File: src/rtl/l4_anom_pkg.sv
package l4_anom_pkg;
    localparam int unsigned LEN_W  = 16;
    localparam int unsigned PORT_W = 16;
    localparam int unsigned CODE_W = 4;
    localparam int unsigned TCP_HDR = 20;
    localparam int unsigned UDP_HDR = 8;

    localparam int unsigned FLG_FIN = 0;
    localparam int unsigned FLG_SYN = 1;
    localparam int unsigned FLG_RST = 2;
    localparam int unsigned FLG_URG = 5;

    typedef enum logic [CODE_W-1:0] {
        EXC_NONE      = 4'd0,
        EXC_SHORT     = 4'd1,
        EXC_CSUM      = 4'd2,
        EXC_LEN_MIS   = 4'd3,
        EXC_ZERO_PORT = 4'd4,
        EXC_FIN_ONLY  = 4'd8,
        EXC_NO_FLAGS  = 4'd9,
        EXC_FIN_RST   = 4'd10,
        EXC_SYN_URG   = 4'd11,
        EXC_SYN_RST   = 4'd12,
        EXC_SYN_FIN   = 4'd13
    } exc_code_e;

    typedef struct packed {
        logic      vld;
        exc_code_e code;
    } res_state_t;
endpackage

File: src/rtl/l4_len_chk.sv
module l4_anom_len_chk
    import l4_anom_pkg::*;
#(
    parameter int unsigned LW = LEN_W
) (
    input  logic          is_tcp,
    input  logic [LW-1:0] avail_len,
    input  logic [LW-1:0] l4_len,
    input  logic [LW-1:0] ip_l4_len,
    output logic          too_short,
    output logic          mismatch
);
    localparam logic [LW-1:0] TCP_MIN = LW'(TCP_HDR);
    localparam logic [LW-1:0] UDP_MIN = LW'(UDP_HDR);

    logic [LW-1:0] need;

    always_comb begin
        need      = is_tcp ? TCP_MIN : UDP_MIN;
        too_short = avail_len < need;
        mismatch  = l4_len != ip_l4_len;
    end
endmodule

File: src/rtl/l4_flag_chk.sv
module l4_anom_flag_chk
    import l4_anom_pkg::*;
(
    input  logic       is_tcp,
    input  logic [7:0] flags,
    output logic       flag_hit,
    output exc_code_e  flag_code
);
    localparam int unsigned NRULE = 6;

    logic [NRULE-1:0] hit;
    exc_code_e        rule_code [NRULE];

    always_comb begin
        hit[0] = flags == 8'h01;
        hit[1] = flags == 8'h00;
        hit[2] = flags[FLG_FIN] & flags[FLG_RST];
        hit[3] = flags[FLG_SYN] & flags[FLG_URG];
        hit[4] = flags[FLG_SYN] & flags[FLG_RST];
        hit[5] = flags[FLG_SYN] & flags[FLG_FIN];
        rule_code[0] = EXC_FIN_ONLY;
        rule_code[1] = EXC_NO_FLAGS;
        rule_code[2] = EXC_FIN_RST;
        rule_code[3] = EXC_SYN_URG;
        rule_code[4] = EXC_SYN_RST;
        rule_code[5] = EXC_SYN_FIN;
    end

    // lowest index wins: scan from the back so earlier rules overwrite
    always_comb begin
        flag_hit  = 1'b0;
        flag_code = EXC_NONE;
        for (int i = NRULE - 1; i >= 0; i--) begin
            if (is_tcp && hit[i]) begin
                flag_hit  = 1'b1;
                flag_code = rule_code[i];
            end
        end
    end
endmodule

File: src/rtl/l4_anom_top.sv
module l4_anom_top
    import l4_anom_pkg::*;
(
    input  logic              clk,
    input  logic              rst_n,
    input  logic              in_vld,
    input  logic              is_tcp,
    input  logic [LEN_W-1:0]  avail_len,
    input  logic [LEN_W-1:0]  l4_len,
    input  logic [LEN_W-1:0]  ip_l4_len,
    input  logic [PORT_W-1:0] src_port,
    input  logic [PORT_W-1:0] dst_port,
    input  logic [7:0]        tcp_flags,
    input  logic              csum_ok,
    output logic              res_vld,
    output logic [CODE_W-1:0] res_code
);
    logic      too_short, mismatch, flag_hit;
    exc_code_e flag_code;
    res_state_t st_d, st_q;

    l4_anom_len_chk #(.LW(LEN_W)) len_i (
        .is_tcp    (is_tcp),
        .avail_len (avail_len),
        .l4_len    (l4_len),
        .ip_l4_len (ip_l4_len),
        .too_short (too_short),
        .mismatch  (mismatch)
    );

    l4_anom_flag_chk flag_i (
        .is_tcp    (is_tcp),
        .flags     (tcp_flags),
        .flag_hit  (flag_hit),
        .flag_code (flag_code)
    );

    always_comb begin
        st_d     = st_q;
        st_d.vld = in_vld;
        if (in_vld) begin
            if (too_short)
                st_d.code = EXC_SHORT;
            else if (mismatch)
                st_d.code = EXC_LEN_MIS;
            else if (!csum_ok)
                st_d.code = EXC_CSUM;
            else if (src_port == '0 || dst_port == '0)
                st_d.code = EXC_ZERO_PORT;
            else if (flag_hit)
                st_d.code = flag_code;
            else
                st_d.code = EXC_NONE;
        end
    end

    always_ff @(posedge clk or negedge rst_n) begin
        if (!rst_n) st_q <= '{vld: 1'b0, code: EXC_NONE};
        else        st_q <= st_d;
    end

    assign res_vld  = st_q.vld;
    assign res_code = st_q.code;

    AST_VLD_FOLLOWS: assert property (@(posedge clk) disable iff (!rst_n)
        in_vld |=> res_vld);
    AST_CODE_HOLD: assert property (@(posedge clk) disable iff (!rst_n)
        !in_vld |=> $stable(res_code));
    AST_CODE_LEGAL: assert property (@(posedge clk) disable iff (!rst_n)
        !(res_code inside {4'd5, 4'd6, 4'd7}) && res_code <= 4'd13);
    AST_UDP_NO_FLAG: assert property (@(posedge clk) disable iff (!rst_n)
        (in_vld && !is_tcp) |=> res_code <= 4'd4);
    AST_SHORT_FIRST: assert property (@(posedge clk) disable iff (!rst_n)
        (in_vld && too_short) |=> res_code == 4'd1);
endmodule

File: config.mk
export PLATFORM = sky130hd
export DESIGN_NAME = l4_anom_top
export DESIGN_NICKNAME = d
export VERILOG_FILES = /design/src/rtl/l4_anom_pkg.sv /design/src/rtl/l4_len_chk.sv /design/src/rtl/l4_flag_chk.sv /design/src/rtl/l4_anom_top.sv
export SDC_FILE = /design/constraint.sdc
export NUM_CORES = 1
export LEC_CHECK = 0
export BUFFER_PORTS_ARGS = -buffer_cell sky130_fd_sc_hd__buf_4
export CORE_UTILIZATION = 30
export DETAILED_ROUTE_END_ITERATION = 12
export MAX_ROUTING_LAYER = met4
export PLACE_DENSITY = 0.85
export SLEW_MARGIN = 20
export SYNTH_ARGS = -nofsm -noshare
export SYNTH_HDL_FRONTEND = slang
export SYNTH_SLANG_ARGS = --single-unit
File: constraint.sdc
create_clock -name clk -period 2.45 [get_ports clk]
set_clock_uncertainty 0.2 [all_clocks]
set_input_delay 0.735 -clock clk [delete_from_list [all_inputs] [get_ports clk]]
set_output_delay 0.735 -clock clk [all_outputs]
set_load 0.03 [all_outputs]
==> results.md, run 1 <==
* Netlist Area Pre-Place at 614 µm²
* Clk_lat worst skew at 240 ps
* # diodes at 0
* Worst-path cell chain: buf_4 -> or4_4 -> nor2_2 -> nor3_1 -> or4_1 -> o22ai_2
* DP Cell Count at 196
* Most common cell after layout, fill and taps aside: buf_4
* # nets final at 269
* Critical path startpoint: tcp_flags[3]
* Residual DRC count at 0
* DIE AREA at 2230 µm²
* Final Cycle Share at 84.3%
* Syn-to-layout area delta at 125%
* Total core area at 1940 µm²
* Clk buf depth at 2
* Hold Path Class: primary input to async pin
* Slew Limit Fails at 0
* GR Overflow Total at 0
* Fill cells at ~170
* IO Pins at 98
* Fin. Hold Viols at 0
* GRT Overall Usage at 25.1%
* Post-route ant nets at 0
* Static Leak at 0.670 nW
* Yosys warns at 0
* Critical path endpoint: res_code[3]$_DFFE_PN0P_
* Syn avg cell area at 8.19 µm²
* Chip width at around 47 µm
* Peak Freq at ~0.48 GHz
* Largest net degree at the start of global routing at 8
* Initial DRC count at 22
* Clock root cell: clkbuf_4
* Post-CTS Setup Inserts at 0
* Final cell count without fillers at 200
* CTS tree: built
* Max FO, Critical Path at 2
* Max Cap Viol at 0
* Fin crit period at 2070 ps
* Unrepaired setup endpoints after global routing: no
* Drt via density at 4.81
* Cells after Synth at 75
* Worst VDD drop at between 0.1 and 0.15 mV
* Clock transition at the registers of the reported paths at 40 ps
* Setup crit start kind: primary input
* Worst-margin pin slew at about 380 ps
* CP Class: primary input to flip-flop
* Clock H-tree levels at 1
* Crit. End Element: flip-flop
* PD cells at 263 nW/µm²
* Num rows at 16
* Hold_ws at 79.5 ps
* Vias at ~960
* Drt total wl at 2470 µm
* Initial antenna violation count at 0
* Reg2Reg Capture Point: res_code[0]$_DFFE_PN0P_
* Initial Util at 31.6%
* First-pass GRT wire length at 3730 µm
* R2R Setup Slk at 1540 ps
* Slowest stage cell, crit path: or4_4
* Worst r2r src: res_code[0]$_DFFE_PN0P_
* Worst Path Required at about 2400 ps
* Post-CTS resize count at 0
* Hold_buf cts at 0
* GPL Wtd Cong at 0.744
* Syn Nets at between 150 and 200
* CTS Sinks at 5
* Pre-Repair DR Iteration Count at 4
* CP max stage delay at 520 ps
* Fraction of layout cells with a size suffix above 1 at 58.4%
* Run status: finished, final reports clean
* Average wire per standard cell at roughly 12 µm
* Tightest slew margin relative to the limit at 74.7%
* Reg2reg path depth at 1
* Die Ht at 47.3 µm
* TNS Setup at 0 ps
* Setup violations, final at 0
* Detailed placement HPWL at 2220 µm
* Most frequent cells in the layout: buf_4 (95), xnor2_1 (17), nor4_1 (13), inv_1 (6), nand4_1 (6)
* Yosys cell types at 24
* Sequential share of the synthesized area at 20.4%
* WP data arrival at 2040 ps
* Seq cells post-synth at 5
* Vias in the first global route at 918
* IO buf count at between 90 and 100
* Clock buffer count from CTS at 3
-- per-stage QoR --
stage          area, µm²  utilization, %  total power [mW]  setup WS (ps)
2_1_floorplan        614               -             0.137            289
3_3_place_gp        1360            69.8             0.261            145
3_5_place_dp        1360            69.8             0.268            130
4_1_cts             1380            71.2             0.368            390
5_1_grt             1380            71.2             0.391            329
6_report            1380            71.2             0.364            383
-- cell usage after synthesis (all sizes together) --
cell type	n	area [µm²]
xnor2	17	149
nor4	13	81.3
inv	6	22.5
nand4	6	37.5
dfrtp	5	125
nand2	3	11.3
nor3	3	15.0
o22ai	3	25.0
a22oi	2	15.0
ha	2	25.0
mux2i	2	20.0
nor2	2	10.0
o21ai	2	10.0
or4	2	18.8
a21oi	1	5.00
buf	1	5.00
nand2b	1	6.26
nand3	1	5.00
o2111ai	1	8.76
o22a	1	8.76
o311a	1	10.0
-- cell families after synthesis --
group | share of synthesized area (%)
xor gates and xnor gates | 24.2
adders and majority gates | 4.07
buffers and inverters | 4.48
AOI/OAI and AO/OA | 13.4
DFF | 20.4
and+or+nand+nor | 30.1
muxes | 3.26
-- layout make-up --
type / count / area [µm²] / share of cell area [%]
Multi-Input combinational cell: 63 / 462 / 33.4
Clock buffer: 4 / 26.3 / 1.90
Sequential cell: 5 / 125 / 9.05
Inverter: 6 / 22.5 / 1.63
Tap cell: 27 / 33.8 / 2.44
Timing Repair Buffer: 95 / 713 / 51.6
-- worst max-delay path, delay by kind of cell --
| kind | cells | cell delay, ps |
|---|---|---|
| AND/OR/NAND/NOR | 4 | 1100 |
| buffers and inverters | 1 | 110 |
| AO/OA/AOI/OAI | 1 | 100 |
-- how the worst min path moves through the flow --
stage / depth (start not counted) / slack (ps) / startpoint / to
5_1_grt: 1 / 70 / rst_n / res_code[3]$_DFFE_PN0P_
3_5_place_dp: 2 / 330 / res_code[1]$_DFFE_PN0P_ / res_code[1]$_DFFE_PN0P_
3_3_place_gp: 1 / 300 / res_code[0]$_DFFE_PN0P_ / res_code[0]$_DFFE_PN0P_
6_report: 1 / 80 / rst_n / res_code[3]$_DFFE_PN0P_
4_1_cts: 1 / 70 / rst_n / res_vld$_DFF_PN0_
2_1_floorplan: 0 / 240 / rst_n / res_code[0]$_DFFE_PN0P_
-- report_power, final --
group	total (mW)	leakage, nW	internal [mW]	switching, mW
Combinational	0.181	0.596	0.123	0.0575
Sequential	0.0856	0.0591	0.0848	0.000751
Clock	0.0974	0.0150	0.0617	0.0357
Total	0.364	0.670	0.270	0.0940
-- layer usage --
layer	global-route usage [%]	share of wire, %	wire length, µm
met4	12.0	1.3	31
met5	-	0	0
met2	45.8	60	1480
met1	25.6	35	873
met3	3.85	3.4	83
-- flip-flops by register name, indices dropped and copies added (netlist names) --
register / cells
res_vld: 1
res_code: 4
No activity file was read; power rests on OpenSTA's default activity.
==> run 2, diff against run 1 <==
--- a/config.mk
+++ b/config.mk
@@ -5,11 +5,12 @@
 export SDC_FILE = /design/constraint.sdc
 export NUM_CORES = 1
 export LEC_CHECK = 0
+export ABC_AREA = 1
 export BUFFER_PORTS_ARGS = -buffer_cell sky130_fd_sc_hd__buf_4
 export CORE_UTILIZATION = 30
 export DETAILED_ROUTE_END_ITERATION = 12
 export MAX_ROUTING_LAYER = met4
-export PLACE_DENSITY = 0.85
+export PLACE_DENSITY = 0.76
 export SLEW_MARGIN = 20
 export SYNTH_ARGS = -nofsm -noshare
 export SYNTH_HDL_FRONTEND = slang
==> constraint.sdc (replaced) <==
create_clock -name clk -period 1.85 [get_ports clk]
set_clock_uncertainty 0.2 [all_clocks]
set_input_delay 0.555 -clock clk [delete_from_list [all_inputs] [get_ports clk]]
set_output_delay 0.555 -clock clk [all_outputs]
set_load 0.03 [all_outputs]
==> run 2 against run 1 <==
  * Setup slack worse by 100 ps
  * Flip-flop and latch count unchanged
  * Design area increased by 18%
  * Clock power is 26% higher
  * Total power up 36%
  * Non-clock buffer count up 1
  * Global-route usage is 8.5 points lower
  * Final cell count is 57% higher
  * Via count up 34%
  * Highest routed layer unchanged
==> results.md, run 2 <==
* Run status: finished, final reports clean
* Register area at 125 µm² (unchanged)
* Met3 global-route usage at 3.04% (-0.80 points)
* Worst VDD drop at 0.321 mV (+160%)
* Largest net degree at the start of global routing at 6 (-2)
* DIE AREA at 3050 µm² (+37%)
* Clk_lat worst skew at 230 ps (about the same)
* Clock H-tree levels at 1 (unchanged)
* First-pass GRT wire length at 4110 µm (+10%)
* Drt total wl at 2480 µm (+0.45%)
* Final cell count without fillers at 315 (+57%)
* Chip width at 55.2 µm (+17%)
* Initial Util at 33.1% (+1.5 points)
* Netlist Area Pre-Place at 850 µm² (+38%)
* Syn avg cell area at 4.59 µm² (-44%)
* Initial antenna violation count at 0 (unchanged)
* Peak Freq at 0.638 GHz
* Synth Flop Type: dfrtp_1
* Tightest slew margin relative to the limit at 84.1% (+9.4 points)
* Dpl cell area at 1600 µm² (+18%)
* Slowest stage cell, crit path: ha_1
* TNS Setup at 0 ps (unchanged)
* Most frequent cells in the layout: buf_4 (95), nand2_1 (68), nor2_1 (59), inv_1 (34)
* Hold_ws at 253 ps (+173 ps)
* Post-layout instance area at 1640 µm² (+18%)
* Setup violations, final at 0 (unchanged)
* Detailed placement HPWL at 2290 µm (+3.4%)
* IO buf count at 95 (unchanged)
* Place WS at 47.9 ps (-82.1 ps)
* Crit. End Element: flip-flop
* Max FO, Critical Path at 4 (+2)
* Internal at 0.357 mW (+32%)
* PD cells at 302 nW/µm² (+15%)
* Yosys warns at 0 (unchanged)
* Sequential share of the synthesized area at 14.7% (-5.6 points)
* Clock buffer count from CTS at 3 (unchanged)
* WP data arrival at 1490 ps (-550 ps)
* CP max stage delay at 270 ps (-250 ps)
* Fin. Hold Viols at 0 (unchanged)
* Post-route ant nets at 0 (unchanged)
* Pre-Repair DR Iteration Count at 4 (unchanged)
* Hold Path Class: primary input to flip-flop
* Clock root cell: clkbuf_4
* Logic pwr share at 52.3% (+2.6 points)
* Ys async rst share at 100% (unchanged)
* Hold Path Depth at 1
* Syn-to-layout area delta at 92.6%
* Flop pwr share at 22.9% (-0.6 points)
* Fraction of layout cells with a size suffix above 1 at 35.1% (-23 points)
* Drt via density at 4.09 (-15%)
* Post-synth top cells: nand2_1 (68), nor2_1 (59), inv_1 (34)
* Fin crit period at 1570 ps
* Residual DRC count at 0 (unchanged)
* IO Pins at 98 (unchanged)
* Synth top area cells: nand2_1 (30%), nor2_1 (26%), inv_1 (15%)
* Synth top area share at 30.0% (+5.8 points)
* Clock network power share at 24.8% (-2.0 points)
* Seq cells post-synth at 5 (unchanged)
* CTS tree: built
* Slew Limit Fails at 0 (unchanged)
* GPL Wtd Cong at 0.697 (-6.3%)
* CP most frequent cell: nand2_1
* CTS Sinks at 5 (unchanged)
* Most common cell after layout, fill and taps aside: buf_4
* Fill cells at 300 (+78%)
* Total core area at 2570 µm² (+32%)
* CP Class: primary input to flip-flop
* Sw Ratio at 27.8% (+2.0 points)
* GR Overflow Total at 0 (unchanged)
* Multi-input gate area at 597 µm² (+29%)
* GRT Overall Usage at 16.6% (-8.5 points)
* Clk buf depth at 2 (unchanged)
* Worst-path cell chain: buf_4 -> ha_1 -> o21ai_1 -> nand2_1 -> nand2_1 -> nand3_1 -> nand2_1 -> nor2_2 -> nand2_1 -> nand2_1
* Vias in the first global route at 1123 (+22%)
* GR Util met1 at 18.7% (-6.9 points)
* Syn Nets at 280 (+65%)
* Met2 GRT Util at 29.9% (-16 points)
* NetSw at 0.138 mW (+47%)
* Worst-margin pin slew at 236 ps (-139 ps)
* Final Cycle Share at 84.8%
* Fin util at 63.7% (-7.5 points)
* Most frequent cell after synthesis: nand2_1
* Max Cap Viol at 0 (unchanged)
* Static Leak at 1.04 nW (+55%)
* Die Ht at 55.2 µm (+17%)
* Final Total Pwr at 0.495 mW (+36%)
* # nets final at 381 (+42%)
* Reg2reg path depth at 2 (+1)
* Most area-hungry cell type in the Yosys netlist: nand2_1
* Yosys cell types at 14 (-42%)
* Post-synth EDFFs at 0 (unchanged)
* Setup crit start kind: primary input
* Max reg flops at 4 (unchanged)
* Initial DRC count at 34 (+55%)
* Worst Path Required at 1780 ps (-640 ps)
* Cells after Synth at 185 (+150%)
* Clock transition at the registers of the reported paths at 40 ps (about the same)
* R2R Setup Slk at 1030 ps (-510 ps)
* # diodes at 0 (unchanged)
* Biggest register: res_code
* Vias at 1289 (+34%)
* DP Cell Count at 310 (+58%)
* Worst Setup Slack, final at 282 ps (-102 ps)
* Average wire per standard cell at 7.87 µm (-36%)
* Unrepaired setup endpoints after global routing: no
* GRT Max-Usage Layer: met2
* Num rows at 18 (+2)
-- run 2: cell types whose count changed after synthesis, moves of 13 or more --
cell     previous run  this run
nand2_1             3        68
nor2_1              1        59
inv_1               6        34
xnor2_1            17         0
nor4_1             13         0
-- run 2: layout make-up --
| cell class | count | share of cell area (%) |
|---|---|---|
| inverters | 34 | 7.80 |
| clock buffers | 4 | 1.61 |
| well taps | 30 | 2.29 |
| flip-flops and latches | 5 | 7.65 |
| repair buffers | 96 | 44.2 |
| multi-input cells | 146 | 36.5 |
-- run 2: cell families (layout without fill, tap and decap cells) --
family	after synthesis	after routing	share of synthesized area, %
flops	5	5	14.7
compound gates	7	7	4.56
buf+inv	34	134	15.0
fa+ha+maj	2	2	2.95
simple gates	137	137	62.7
-- run 2: layer usage --
metal	part of all wire [%]	up-vias
met5	0	-
met4	0.77	0
met3	5.3	2
met2	51	45
met1	43	500
li1	-	742
-- run 2: worst paths after layout --
path                                         start                      end
setup reg to reg           res_code[0]$_DFFE_PN0P_  res_code[0]$_DFFE_PN0P_
setup / recovery                            is_tcp  res_code[2]$_DFFE_PN0P_
min in group asynchronous                    rst_n  res_code[2]$_DFFE_PN0P_
max in group asynchronous                    rst_n  res_code[0]$_DFFE_PN0P_
hold / removal                              in_vld        res_vld$_DFF_PN0_
hold reg to reg            res_code[1]$_DFFE_PN0P_  res_code[1]$_DFFE_PN0P_
-- run 2: critical path, delay by kind of cell --
family,cells,cell delay [ps]
and+or+nand+nor,7,470
adders and majority gates,1,270
buffers and inverters,1,120
AOI/OAI and AO/OA,1,70
-- run 2: repair_timing --
item / CTS / global route
buffers inserted: 0 / 0
hold buffers: 1 / 0
endpoints found under the hold margin: 5 / 0
resized for setup: 0 / 0
-- run 2: power groups by stage --
| stage | combinational (mW) | sequential, mW | clock (mW) |
|---|---|---|---|
| 2_1_floorplan | 0.0814 | 0.120 | 0 |
| 3_3_place_gp | 0.255 | 0.115 | 0 |
| 3_5_place_dp | 0.260 | 0.115 | 0 |
| 4_1_cts | 0.262 | 0.113 | 0.129 |
| 5_1_grt | 0.294 | 0.114 | 0.132 |
| 6_report | 0.259 | 0.113 | 0.123 |
==> run 3, diff against run 2 <==
--- a/config.mk
+++ b/config.mk
@@ -5,12 +5,12 @@
 export SDC_FILE = /design/constraint.sdc
 export NUM_CORES = 1
 export LEC_CHECK = 0
-export ABC_AREA = 1
+export ABC_AREA = 0
 export BUFFER_PORTS_ARGS = -buffer_cell sky130_fd_sc_hd__buf_4
-export CORE_UTILIZATION = 30
+export CORE_UTILIZATION = 25
 export DETAILED_ROUTE_END_ITERATION = 12
 export MAX_ROUTING_LAYER = met4
-export PLACE_DENSITY = 0.76
+export PLACE_DENSITY = 0.75
 export SLEW_MARGIN = 20
 export SYNTH_ARGS = -nofsm -noshare
 export SYNTH_HDL_FRONTEND = slang
==> constraint.sdc (replaced) <==
create_clock -name clk -period 1.3 [get_ports clk]
set_clock_uncertainty 0.2 [all_clocks]
set_input_delay 0.39 -clock clk [delete_from_list [all_inputs] [get_ports clk]]
set_output_delay 0.39 -clock clk [all_outputs]
set_load 0.03 [all_outputs]
==> run 3 against run 2 <==
  * The run now ends with negative setup slack left
  * Non-clock buffer count up 13
  * Combinational power up 61%
  * Utilization up 9.6 points
  * Final cell count down 32%
  * Global-route usage up 3.7 points
  * Total power up 54%
  * First-iteration DRC count down 94%
  * Highest routed layer unchanged
==> results.md, run 3 (synthesized netlist as in run 1, its figures left out) <==
* Setup violations, final at 9 (+9)
* Most common cell after layout, fill and taps aside: buf_4
* Clock network power share at 23.7% (-1.1 points)
* Post-route ant nets at 0 (unchanged)
* Clk buf depth at 2 (unchanged)
* # nets final at 283 (-26%)
* Hold Path Class: primary input to flip-flop
* Sw Ratio at 26.3% (-1.5 points)
* Total core area at 2250 µm² (-12%)
* Final Cycle Share at 132%
* Initial Util at 27.2% (-5.8 points)
* Fin crit period at around 1700 ps
* Max Cap Viol at 0 (unchanged)
* CTS tree: built
* Most frequent cells in the layout: buf_4 (94), buf_6 (14), nor4_1 (10), xnor2_1 (9), xnor2_2 (8)
* GRT Overall Usage at 20.3% (+3.7 points)
* Worst Path Required at 1260 ps (-520 ps)
* TNS Setup at -1430 ps (-1430 ps)
* GPL Wtd Cong at 0.716 (+2.8%)
* Setup crit start kind: primary input
* Slew Limit Fails at 0 (unchanged)
* Worst-margin pin slew at 334 ps (+98.3 ps)
* Die Ht at 51.6 µm (-6.6%)
* Internal at 0.561 mW (+57%)
* Vias in the first global route at 1002 (-11%)
* Syn-to-layout area delta at 169%
* Critical path endpoint: res_code[3]$_DFFE_PN0P_
* Detailed placement HPWL at 2280 µm (-0.56%)
* Initial antenna violation count at 0 (unchanged)
* Critical path startpoint: tcp_flags[3]
* DIE AREA at 2660 µm² (-13%)
* Residual DRC count at 0 (unchanged)
* Worst r2r src: res_code[0]$_DFFE_PN0P_
* Num rows at 17 (-1)
* Clock H-tree levels at 1 (unchanged)
* Flop pwr share at 21.3% (-1.6 points)
* Vias at 998 (-23%)
* Worst VDD drop at 0.465 mV (+45%)
* Worst-path cell chain: buf_6 -> or4_4 -> nor2_4 -> nor3_1 -> or4_1 -> o22ai_2
* CTS Sinks at 5 (unchanged)
* Average wire per standard cell at 12.5 µm (+59%)
* Failing checks: negative setup slack
* NetSw at 0.200 mW (+45%)
* Slowest stage cell, crit path: or4_4
* Worst Setup Slack, final at -410 ps (-692 ps)
* Biggest register: res_code
* CP max stage delay at 540 ps (+270 ps)
* CP Class: primary input to flip-flop
* Drt total wl at 2700 µm (+8.8%)
* Max reg flops at 4 (unchanged)
* IO Pins at 98 (unchanged)
* First-pass GRT wire length at 3920 µm (-4.7%)
* R2R Setup Slk at 180 ps (-850 ps)
* Unrepaired setup endpoints after global routing: yes
* Reg2reg path depth at 3 (+1)
* Chip width at 51.6 µm (-6.6%)
* Run status: finished, violations left
* Logic pwr share at 54.9% (+2.6 points)
* Initial DRC count at 2 (-94%)
* GR Overflow Total at 0 (unchanged)
* Peak Freq at 0.585 GHz
* Clock buffer count from CTS at 3 (unchanged)
* Clk_lat worst skew at 240 ps (about the same)
* Drt via density at 4.64 (+13%)
* Max FO, Critical Path at 2 (-2)
* Static Leak at 0.813 nW (-22%)
* Fin. Hold Viols at 0 (unchanged)
* Clock root cell: clkbuf_4
* Crit. End Element: flip-flop
* WP data arrival at 1670 ps (+180 ps)
* Clock transition at the registers of the reported paths at 40 ps (about the same)
* # diodes at 0 (unchanged)
* IO buf count at 95 (unchanged)
* Pre-Repair DR Iteration Count at 2 (-2)
* Fraction of layout cells with a size suffix above 1 at 68.4% (+33 points)
* Tightest slew margin relative to the limit at 77.5% (-6.6 points)
* Hold_ws at 122 ps (-131 ps)
* Largest net degree at the start of global routing at 8 (+2)
* Reg2Reg Capture Point: res_code[0]$_DFFE_PN0P_
* PD cells at 460 nW/µm² (+52%)
==> run 3: cell types whose count changed in the layout (fill, tap and decap cells not counted), sizes merged, moves of 3 or more <==
cell,change
nand2,-65
nor2,-58
nand4,+4
nor4,+13
nand3,-4
buf,+13
xnor2,+17
inv,-28
o21ai,-4
o22ai,+3
==> run 3: power groups by stage <==
| stage | Clock, mW | Sequential [mW] | Combinational, mW |
|---|---|---|---|
| 2_1_floorplan | 0 | 0.171 | 0.0975 |
| 3_3_place_gp | 0 | 0.164 | 0.367 |
| 3_5_place_dp | 0 | 0.164 | 0.377 |
| 4_1_cts | 0.186 | 0.162 | 0.398 |
| 5_1_grt | 0.204 | 0.162 | 0.449 |
| 6_report | 0.181 | 0.162 | 0.418 |
==> run 3: worst max-delay path: cells and delay by family <==
kind            cells  cell delay, ps
compound gates      1             110
buf+inv             1              90
simple gates        4            1090
==> run 3: area by class of cell <==
cell class / count / area, µm²
sequential: 5 / 125
clock buffer: 4 / 26.3
fill: 172 / 601
timing repair buffer: 109 / 873
multi-input combinational: 63 / 572
tap: 28 / 35.0
inverter: 6 / 22.5
==> run 3: timing repair <==
action,CTS,global route
buffers inserted,2,1
hold buffers,1,0
resized for setup,14,9
endpoints found under the setup margin,9,9
pin swaps,9,11
endpoints found under the hold margin,5,0
gates cloned,0,0
==> run 3: layer usage <==
metal,part of all wire (%),global-route usage (%),vias up
li1,-,-,514
met1,36,20.8,440
met2,57,37.9,34
met3,4.4,3.51,10
met4,2.5,8.56,0
met5,0,-,-
==> run 3: how the worst min path moves through the flow <==
stage,startpoint,to,slack (ps),depth (start not counted)
after floorplan,rst_n,res_code[0]$_DFFE_PN0P_,-110,0
after global placement,rst_n,res_vld$_DFF_PN0_,-8,1
after detailed placement,rst_n,res_vld$_DFF_PN0_,-5,1
after CTS,in_vld,res_vld$_DFF_PN0_,110,1
after global routing,in_vld,res_vld$_DFF_PN0_,120,1
final,in_vld,res_vld$_DFF_PN0_,120,1
==> run 3: per-stage QoR <==
stage / util (%) / power, mW / instance area (µm²) / instances / worst slack, ps
2_1_floorplan: - / 0.269 / 661 / 75 / -515
3_3_place_gp: 65.6 / 0.531 / 1480 / 207 / -665
3_5_place_dp: 65.6 / 0.541 / 1480 / 207 / -692
4_1_cts: 70.6 / 0.746 / 1590 / 214 / -411
5_1_grt: 73.4 / 0.815 / 1650 / 215 / -427
6_report: 73.4 / 0.761 / 1650 / 215 / -410
